--- config.mk ---
export PLATFORM = sky130hd
export DESIGN_NAME = spread_tri_mod
export DESIGN_NICKNAME = d
export VERILOG_FILES = /design/src/rtl/ssm_pkg.sv /design/src/rtl/ssm_cfg_decode.sv /design/src/rtl/ssm_seq.sv /design/src/rtl/ssm_level.sv /design/src/rtl/ssm_outreg.sv /design/src/rtl/spread_tri_mod.sv
export SDC_FILE = /design/constraint.sdc
export NUM_CORES = 1
export LEC_CHECK = 0
export ABC_AREA = 1
export BUFFER_PORTS_ARGS = -buffer_cell sky130_fd_sc_hd__buf_2
export CAP_MARGIN = 20
export CORE_MARGIN = 1.5
export CORE_UTILIZATION = 59
export CTS_CLUSTER_SIZE = 30
export DETAILED_ROUTE_END_ITERATION = 8
export HOLD_SLACK_MARGIN = 0.08
export PLACE_DENSITY = 0.84
export SYNTH_ARGS = -nofsm -noshare
export SYNTH_HDL_FRONTEND = slang
export SYNTH_SLANG_ARGS = --single-unit
--- constraint.sdc ---
create_clock -name clk -period 6.05 [get_ports clk]
set_clock_uncertainty 0.15 [all_clocks]
set_input_delay 0.605 -clock clk [delete_from_list [all_inputs] [get_ports clk]]
set_output_delay 0.605 -clock clk [all_outputs]
set_load 0.05 [all_outputs]
--- src/rtl/ssm_pkg.sv ---
// Shared widths and types of the spread modulator.
// Assumes MIN_LOG2 >= 2 so that every count splits into groups of four.
package ssm_pkg;
    localparam int SEL_W    = 3;                   // section select width
    localparam int SHIFT_W  = 3;                   // step select width
    localparam int MAG_W    = 16;                  // offset magnitude width
    localparam int MIN_LOG2 = 3;                   // smallest count = 8
    localparam int MAX_LOG2 = 6;                   // largest count = 64
    localparam int IDX_W    = MAX_LOG2;            // sub-section index width
    localparam int LVL_W    = MAX_LOG2 - 1;        // holds K = COUNT/4 up to max

    // Signed level in units of S, stored as sign and magnitude
    typedef struct packed {
        logic             neg;
        logic [LVL_W-1:0] mag;
    } level_t;
endpackage

--- src/rtl/ssm_cfg_decode.sv ---
// Decodes the section select into K (= COUNT/4) and the last index,
// and passes the step exponent through. Selects above the largest
// supported count saturate to it. Purely combinational.
module ssm_cfg_decode
    import ssm_pkg::*;
(
    input  logic [SEL_W-1:0]   sec_sel,
    input  logic [SHIFT_W-1:0] step_sel,
    output logic [LVL_W-1:0]   k_val,
    output logic [IDX_W-1:0]   last_idx,
    output logic [SHIFT_W-1:0] step_sh
);
    localparam int N_SEL = 2 ** SEL_W;

    logic [LVL_W-1:0] k_tab    [N_SEL];
    logic [IDX_W-1:0] last_tab [N_SEL];

    // One table entry per select code, saturating at MAX_LOG2
    for (genvar s = 0; s < N_SEL; s++) begin : g_tab
        localparam int LG = (MIN_LOG2 + s > MAX_LOG2) ? MAX_LOG2 : MIN_LOG2 + s;
        assign k_tab[s]    = LVL_W'(1 << (LG - 2));
        assign last_tab[s] = IDX_W'((1 << LG) - 1);
    end

    assign k_val    = k_tab[sec_sel];
    assign last_idx = last_tab[sec_sel];
    assign step_sh  = step_sel;
endmodule

--- src/rtl/ssm_seq.sv ---
// Sub-section sequencer: counts DWELL cycles per sub-section and steps
// the index through 0..last_idx. While disabled it parks on the last
// dwell cycle with an all-ones index, so the first enabled edge lands
// on sub-section 0 and opens a group. The next-state index is exported
// so that the output stage registers values aligned with the state.
module ssm_seq
    import ssm_pkg::*;
#(
    parameter int DWELL = 16
)
(
    input  logic             clk,
    input  logic             rst_n,
    input  logic             en,
    input  logic [IDX_W-1:0] last_idx,
    output logic [IDX_W-1:0] idx_nxt,
    output logic             grp_start_nxt,
    output logic [IDX_W-1:0] idx_q,
    output logic             first_q,
    output logic             active_q
);
    logic dwell_end;

    if (DWELL > 1) begin : g_cnt
        localparam int CNT_W = $clog2(DWELL);
        localparam logic [CNT_W-1:0] CNT_LAST = CNT_W'(DWELL - 1);
        logic [CNT_W-1:0] cnt_q;

        // Dwell counter, parked on its last value when idle
        always_ff @(posedge clk) begin : p_cnt
            if (!rst_n || !en)          cnt_q <= CNT_LAST;
            else if (cnt_q == CNT_LAST) cnt_q <= '0;
            else                        cnt_q <= cnt_q + 1'b1;
        end

        assign dwell_end = (cnt_q == CNT_LAST);
        assign first_q   = (cnt_q == '0);
    end else begin : g_nocnt
        assign dwell_end = 1'b1;
        assign first_q   = 1'b1;
    end

    // Next sub-section index with wrap at the selected count
    always_comb begin : p_idx_next
        if (!en)                    idx_nxt = '1;
        else if (!dwell_end)        idx_nxt = idx_q;
        else if (idx_q >= last_idx) idx_nxt = '0;
        else                        idx_nxt = idx_q + 1'b1;
    end

    assign grp_start_nxt = en && dwell_end && (idx_nxt[1:0] == 2'b00);

    // Index and running-flag registers
    always_ff @(posedge clk) begin : p_state
        if (!rst_n) begin
            idx_q    <= '1;
            active_q <= 1'b0;
        end else begin
            idx_q    <= idx_nxt;
            active_q <= en;
        end
    end

    AST_IDX_HOLD: assert property (@(posedge clk) disable iff (!rst_n)
        (active_q && $past(active_q) && !first_q) |-> (idx_q == $past(idx_q)));
    AST_RESTART_ZERO: assert property (@(posedge clk) disable iff (!rst_n)
        (active_q && !$past(active_q)) |-> (idx_q == '0 && first_q));
endmodule

--- src/rtl/ssm_level.sv ---
// Maps a sub-section index to its rescheduled level. Group g = idx/4
// plays +p, -q, -p, +q with h = g/2, p = K-h, q = h+1, so every group
// sums to zero and p+q = K+1 bounds every neighbour jump. Combinational.
// Assumes idx < 4K when the result is used.
module ssm_level
    import ssm_pkg::*;
(
    input  logic [IDX_W-1:0] idx,
    input  logic [LVL_W-1:0] k_val,
    output level_t           lvl
);
    logic [LVL_W-1:0] h, p, q;

    // Pair magnitudes and pick the signed member for this slot
    always_comb begin : p_level
        h = LVL_W'(idx[IDX_W-1:3]);
        p = k_val - h;
        q = h + 1'b1;
        unique case (idx[1:0])
            2'd0: begin lvl.neg = 1'b0; lvl.mag = p; end
            2'd1: begin lvl.neg = 1'b1; lvl.mag = q; end
            2'd2: begin lvl.neg = 1'b1; lvl.mag = p; end
            default: begin lvl.neg = 1'b0; lvl.mag = q; end
        endcase
    end
endmodule

--- src/rtl/ssm_outreg.sv ---
// Output stage: scales the level by S = 1 << step_sh and registers the
// direction, magnitude and tracking window. Idle or reset forces zero
// offset with the window held open.
// Assumes LVL_W + 2**SHIFT_W - 1 <= MAG_W, so the scaling never overflows.
module ssm_outreg
    import ssm_pkg::*;
(
    input  logic               clk,
    input  logic               rst_n,
    input  logic               en,
    input  level_t             lvl,
    input  logic [SHIFT_W-1:0] step_sh,
    input  logic               grp_start,
    output logic               dir_q,
    output logic [MAG_W-1:0]   mag_q,
    output logic               track_q
);
    logic [MAG_W-1:0] mag_scaled;

    assign mag_scaled = MAG_W'(lvl.mag) << step_sh;

    // Register the offset and the tracking window
    always_ff @(posedge clk) begin : p_out
        if (!rst_n || !en) begin
            dir_q   <= 1'b0;
            mag_q   <= '0;
            track_q <= 1'b1;
        end else begin
            dir_q   <= lvl.neg;
            mag_q   <= mag_scaled;
            track_q <= grp_start;
        end
    end
endmodule

--- src/rtl/spread_tri_mod.sv ---
// Rescheduled sub-section triangular spread modulator (top).
// Produces a sign/magnitude code offset per sub-section and a tracking
// window at every group of four sub-sections. DWELL is the sub-section
// length in reference cycles (>= 1). Outputs are registered.
module spread_tri_mod
    import ssm_pkg::*;
#(
    parameter int DWELL = 16
)
(
    input  logic               clk,
    input  logic               rst_n,
    input  logic               mod_en,
    input  logic [SEL_W-1:0]   sec_sel,
    input  logic [SHIFT_W-1:0] step_sel,
    output logic               step_dir,
    output logic [MAG_W-1:0]   step_mag,
    output logic               track_en
);
    logic [LVL_W-1:0]   k_val;
    logic [IDX_W-1:0]   last_idx, idx_nxt, idx_q;
    logic [SHIFT_W-1:0] step_sh;
    logic               grp_start_nxt, first_q, active;
    level_t             lvl;

    ssm_cfg_decode u_dec (
        .sec_sel  (sec_sel),
        .step_sel (step_sel),
        .k_val    (k_val),
        .last_idx (last_idx),
        .step_sh  (step_sh)
    );

    ssm_seq #(.DWELL(DWELL)) u_seq (
        .clk           (clk),
        .rst_n         (rst_n),
        .en            (mod_en),
        .last_idx      (last_idx),
        .idx_nxt       (idx_nxt),
        .grp_start_nxt (grp_start_nxt),
        .idx_q         (idx_q),
        .first_q       (first_q),
        .active_q      (active)
    );

    ssm_level u_lvl (
        .idx   (idx_nxt),
        .k_val (k_val),
        .lvl   (lvl)
    );

    ssm_outreg u_out (
        .clk       (clk),
        .rst_n     (rst_n),
        .en        (mod_en),
        .lvl       (lvl),
        .step_sh   (step_sh),
        .grp_start (grp_start_nxt),
        .dir_q     (step_dir),
        .mag_q     (step_mag),
        .track_q   (track_en)
    );

    // Checker state: signed offset history and the config behind each output
    logic signed [MAG_W+1:0] off_now, off_prev, off_diff;
    logic        [MAG_W+1:0] jump_abs, jump_lim;
    logic [LVL_W-1:0]        k_q, k_qq;
    logic [SHIFT_W-1:0]      sh_q, sh_qq;

    assign off_now  = step_dir ? -$signed({2'b00, step_mag}) : $signed({2'b00, step_mag});
    assign off_diff = off_now - off_prev;
    assign jump_abs = off_diff[MAG_W+1] ? -off_diff : off_diff;
    assign jump_lim = ((MAG_W+2)'(k_q) + 1'b1) << sh_q;

    // Track previous offset and the two most recent configurations
    always_ff @(posedge clk) begin : p_chk_hist
        if (!rst_n) begin
            off_prev <= '0;
            k_q <= '0; k_qq <= '0; sh_q <= '0; sh_qq <= '0;
        end else begin
            off_prev <= off_now;
            k_q  <= k_val; k_qq  <= k_q;
            sh_q <= step_sh; sh_qq <= sh_q;
        end
    end

    AST_IDLE_OUT: assert property (@(posedge clk) disable iff (!rst_n)
        (!mod_en) |=> (step_mag == '0 && !step_dir && track_en));
    AST_MAG_NONZERO: assert property (@(posedge clk) disable iff (!rst_n)
        active |-> (step_mag != '0));
    AST_LEVEL_BOUND: assert property (@(posedge clk) disable iff (!rst_n)
        active |-> (step_mag <= (MAG_W'(k_q) << sh_q)));
    AST_TRACK_AT_GROUP: assert property (@(posedge clk) disable iff (!rst_n)
        (active && track_en) |-> (idx_q[1:0] == 2'b00 && first_q));
    AST_TRACK_PRESENT: assert property (@(posedge clk) disable iff (!rst_n)
        (active && idx_q[1:0] == 2'b00 && first_q) |-> track_en);
    AST_JUMP_LIMIT: assert property (@(posedge clk) disable iff (!rst_n)
        (active && $past(active) && k_q == k_qq && sh_q == sh_qq)
        |-> (jump_abs <= jump_lim));
endmodule

### Yosys cells after proc, flatten, opt, wreduce, memory -nomap -nowiden

Memories as Yosys holds them, arrays and structs flattened.
Index checks and enable logic that the tools add are counted.
Widths: inputs -> output; s select.

* add/sub/neg operators: 4
* magnitude comparators: 2
* equal/unequal tests: 3
* shifts and indexed selects: 1
* mux-type cells: 9
* bitwise operators: 1
* reduce and logical (&&, ||, !) cells: 7

Operator list (count)
* $mux 6: 5
* $pmux 6 s3: 1
* $shl 5x3->16: 1
* $mux 5: 2
* $add 6x1->6 const B: 1
* $ge 6x6->1: 1
* $sub 5x3->5: 1
* $add 3x1->4 const B: 1
* $add 4x1->4 const B: 1
* $eq 4x4->1 const B: 1
* $ge 4x4->1 const B: 1
* $mux 4: 1
* $not 3->4: 1
* $eq 2x1->1 const B: 1
* $eq 2x2->1 const B: 1
* $logic_and 1x1->1: 2
* $logic_not 1->1: 2
* $logic_not 2->1: 1
* $reduce_and 2->1: 1
* $logic_or 1x1->1: 1

* register bits after elaboration: 28
* ROM bits: 88
* input bits: 9
* word-level logic and storage cells: 35
* memories: 2

Memory list
* (name not given): depth 8, bits a word 6, rd ports 1, clocked after memory_dff 0, wr ports 0, RTL line ssm_cfg_decode.sv:26 `assign last_idx = last_tab[sec_sel];`
* (name not given): depth 8, bits a word 5, rd ports 1, clocked after memory_dff 0, wr ports 0, RTL line ssm_cfg_decode.sv:25 `assign k_val = k_tab[sec_sel];`

### Logic depth before layout (Yosys ltp)

* word-level depth: 11
* mapped depth: 23
* gate-level depth less buffers: 23

### By module

Synthesis repeated with hierarchy kept, for this count alone.

* cell total of the unflattened synthesis: 246
* area total of the unflattened synthesis: 1732.9 µm²

Modules (own cells, without submodules)
* ssm_seq: times used 1, cells each 109, area an instance 759.5 µm², seq. area each 220.2 µm²
* ssm_outreg: times used 1, cells each 76, area an instance 581.8 µm², seq. area each 280.3 µm²
* ssm_level: times used 1, cells each 40, area an instance 274.0 µm², seq. area each 0.0 µm²
* ssm_cfg_decode: times used 1, cells each 21, area an instance 117.6 µm², seq. area each 0.0 µm²

### Worst setup path before layout

OpenSTA, ideal clock, no wires.

* path kind: input to register
* start point: input sec_sel[2]
* end point: register u_out.mag_q[7]
* setup time: 0.113 ns
* arrival time: 2.746 ns
* data required time: 5.787 ns
* slack: 3.041 ns
* cell stages on the path: 20
* path through: nor2_1 -> nor2_1 -> inv_1 -> ha_1 -> nand2_1 -> nor2_1 -> nor2_1 -> nand2_1 -> o21ai_0 -> nor2_1 -> inv_1 -> ha_1 -> o21ai_0 -> a21oi_1 -> nand3_1 -> nand3_2 -> nand2_2 -> nand3_1 -> nand3_1 -> nand2_1

* longest elaborated chain between the ends: 11
* elaborated cells between the ends (all ways): 18

RTL lines
* start: declaration: RTL line spread_tri_mod.sv:14 `input logic [SEL_W-1:0] sec_sel,`
* $not 3->4 (implied by the code) *: RTL line ssm_cfg_decode.sv:26
* $mem_v2 8x6 *
* $mux 6 (implied by the code) * (2 in series): RTL line ssm_cfg_decode.sv:26
* $ge 6x6->1 *: RTL line ssm_seq.sv:47 `else if (idx_q >= last_idx) idx_nxt = '0;`
* $mux 6 *: RTL line ssm_seq.sv:47
* $mux 6 *: RTL line ssm_seq.sv:46 `else if (!dwell_end) idx_nxt = idx_q;`
* $mux 6 *: RTL line ssm_seq.sv:45 `if (!en) idx_nxt = '1;`
* net idx_nxt[1]: RTL line spread_tri_mod.sv:21 `logic [IDX_W-1:0] last_idx, idx_nxt, idx_q;`
* $eq 2x2->1, or another cell as far along: RTL line ssm_level.sv:19 `unique case (idx[1:0])`
* $pmux 6 s3 *: RTL line ssm_level.sv:19
* $shl 5x3->16 *: RTL line ssm_outreg.sv:20 `assign mag_scaled = MAG_W'(lvl.mag) << step_sh;`
* end signal: assignment: RTL line ssm_outreg.sv:30 `mag_q <= mag_scaled;`
* end: declaration: RTL line ssm_outreg.sv:15 `output logic [MAG_W-1:0] mag_q,`

Mark *: on every way through the listed nets, which the timed path passes. The rest lies on a longest branch. The select of a mux whose other input is x is not followed.
A chain may end at the register's enable or synchronous reset.

### Worst setup path in the final report

* start point: input sec_sel[2]
* end point: register u_out.mag_q[6]

The elaborated chain is that of the path after synthesis.

==> metrics <==
status=completed; placed insts=around 260; initial DRC count=29; crit end category=register; DP Worst Slack=2509 ps; First-pass DRT Iterations=4; warning count from the yosys run=0; Met1 Wirelength=between 1500 and 2000 µm; WL/cell=about 11 µm; IO buf count=22; power density cells=around 270 mW/mm²; placed cell areas=around 0.0016 mm²; max incr delay on CP=about 400 ps; Max FO, Critical Path=4; FILL cells=between 200 and 250; Synth-to-Final Area Change=11.27%; clock latency on the worst-skew pair=roughly 320 ps; # DRC=0; antenna violations before repair=0; clk buf depth=2; met3 wire len=88 µm; fmax=about 0.31 GHz; CTS clock-pin slew for the worst setup and hold paths=between 100 and 150 ps; ANT nets after route=0; CTS Hold Bufs=0; CTS tree=yes; post-synth cell types=27; crit path time final=3257 ps; most common cell after layout, fill and taps aside=nand2_1; Die Width=between 50 and 60 µm; Worst Path Required=6120 ps; synthesized flop and latch total=24; cell row count=18; Core ar.=0.002432 mm²; clk sinks=24; DR WL met2=approximately 1400 µm; most frequent cells in the layout=nand2_1, inv_1, dfxtp_1; top cell type's share of synthesized area=about 32%; endpoints failing setup=0; Hold Slack=approximately 360 ps; post_cts resized=0; sequential element share of the synthesized area=roughly a third; worst vdd ir=about 0.17 mV; max cap viols=0; worst hold path type=input port to register; first-pass GRT wire length=5319 µm; Via density=5.116; largest net degree at the start of global routing=15; DIE AREA=between 0.002 and 0.003 mm²; DP Wirelength=between 2000 and 2500 µm; WP data arrival=3330 ps; total wire length=3036 µm; htree depth=1; I/O pin total=27; RSZ-0062 raised after global routing=no; Die Ht=53.41 µm; GRT Total Usage=roughly 25%; initial core utilization=just over 60%; CP max stage cell=o21ai_0; root buf cell=clkbuf_4; area leader, netlist=dfxtp_1; Crit Path Category=input port to register; register area=between 400 and 500 µm²; Antenna diodes=0; via count=approximately 1,400; Setup WS post-layout=about 2800 ps; Setup TNS=0 ps; Non-Filler Instances=about 270; Setup crit start kind=input port; vias in the first global route=1,246; top post-synthesis cells by area=dfxtp_1, nand2_1, ha_1; share of layout cells above drive strength 1=about a fifth; CTS Buf Count=3; CP Cell Sequence=buf_2 > nor2_1 > nor2_1 > inv_1 > ha_1 > nand2_1 > nor2_1 > nor2_1 > nand2_1 > o21ai_0 > nor2_1 > inv_1 > ha_1 > o21ai_0 > o21ai_0 > o21ai_0 > nand2_1 > nand3_1 > o21ai_1; LEAKAGE=around 0.96 nW; fin nets=261; total global routing overflow=0; fin crit share=53.84%; Post-Syn Area per Cell=6.972 µm²; Synth Instances=around 220; Final Hold Vio Count=0; GPL Wtd Cong=0.8751; post-synth design cell area=approximately 0.0015 mm²; post-CTS setup buffer count=0; Max Transition Viols Final=0; most used cell, CP=nor2_1; uppermost routed layer=met4; area of the multi-input gates=around 860 µm²; Design Area, Final=0.001668 mm²
## state kept, by name, indices dropped and copies added (netlist names)
register / flops
u_seq.idx_q: 6
u_out.dir_q: 1
u_out.track_q: 1
u_out.mag_q: 12
u_seq.g_cnt.cnt_q: 4
## stage by stage
| stage | util, % | power (mW) |
|---|---|---|
| after floorplan | - | 0.3079 |
| after global placement | 66.41 | 0.3342 |
| after detailed placement | 66.41 | 0.3365 |
| after CTS | 68.57 | 0.4528 |
| after global routing | 68.57 | 0.4850 |
| final | 68.57 | 0.4518 |
## power by group
part           internal (mW)  switching (mW)
sequential             0.168         0.00620
clock                 0.0670          0.0504
combinational         0.0505           0.110
total                  0.285           0.167
## worst max-delay path: cells and delay by family
kind | cells | cell delay (ps)
adder cells (fa/ha/maj) | 2 | 470
AO/OA/AOI/OAI | 5 | 1000
buffers and inverters | 3 | 290
AND/OR/NAND/NOR | 9 | 980
## final cells by class
type / count / area share [%]
Multi-Input combinational cell: 155 / 51.69
Sequential cell: 24 / 28.81
Inverter: 33 / 7.502
Timing Repair Buffer: 22 / 6.602
Tap cell: 30 / 2.251
Clock inverter: 1 / 1.800
Clock buffer: 3 / 1.350
## Yosys cell counts (all sizes together)
| cell type | n |
|---|---|
| a21oi | 5 |
| a31oi | 1 |
| buf | 6 |
| clkinv | 1 |
| conb | 1 |
| dfxtp | 24 |
| fa | 1 |
| ha | 12 |
| inv | 32 |
| mux2i | 1 |
| nand2 | 61 |
| nand3 | 24 |
| nand4 | 5 |
| nor2 | 21 |
| nor3 | 2 |
| nor4 | 2 |
| o211ai | 1 |
| o21ai | 12 |
| o21bai | 1 |
| or2 | 1 |
| xnor2 | 1 |
## kinds of logic (layout without fill, tap and decap cells)
| kind of cell | count (synthesis) | in the layout | share of synthesized area [%] |
|---|---|---|---|
| xor gates and xnor gates | 1 | 1 | 0.5844 |
| muxes | 1 | 1 | 0.9180 |
| buffers and inverters | 39 | 59 | 11.19 |
| adders and majority gates | 13 | 13 | 11.35 |
| AOI/OAI and AO/OA | 20 | 20 | 7.596 |
| DFF | 24 | 24 | 32.05 |
| and+or+nand+nor | 116 | 116 | 36.06 |
| other | 1 | 4 | 0.2502 |
## metal layers
metal	GRT usage [%]	up-vias
li1	-	727
met2	42.18	29
met5	0	-
met3	3.390	5
met1	34.02	610
met4	6.410	0
## path summary, 6_finish.rpt
kind,startpoint,slack [ps],to,depth (start not counted)
max,sec_sel[2],2790,u_out.mag_q[6],19
min,rst_n,360,u_seq.idx_q[3],2
min reg2reg,u_seq.g_cnt.cnt_q[0],360,u_seq.g_cnt.cnt_q[0],1
max reg2reg,u_seq.idx_q[5],3100,u_out.mag_q[6],15
(Power assumes the default switching activity.)
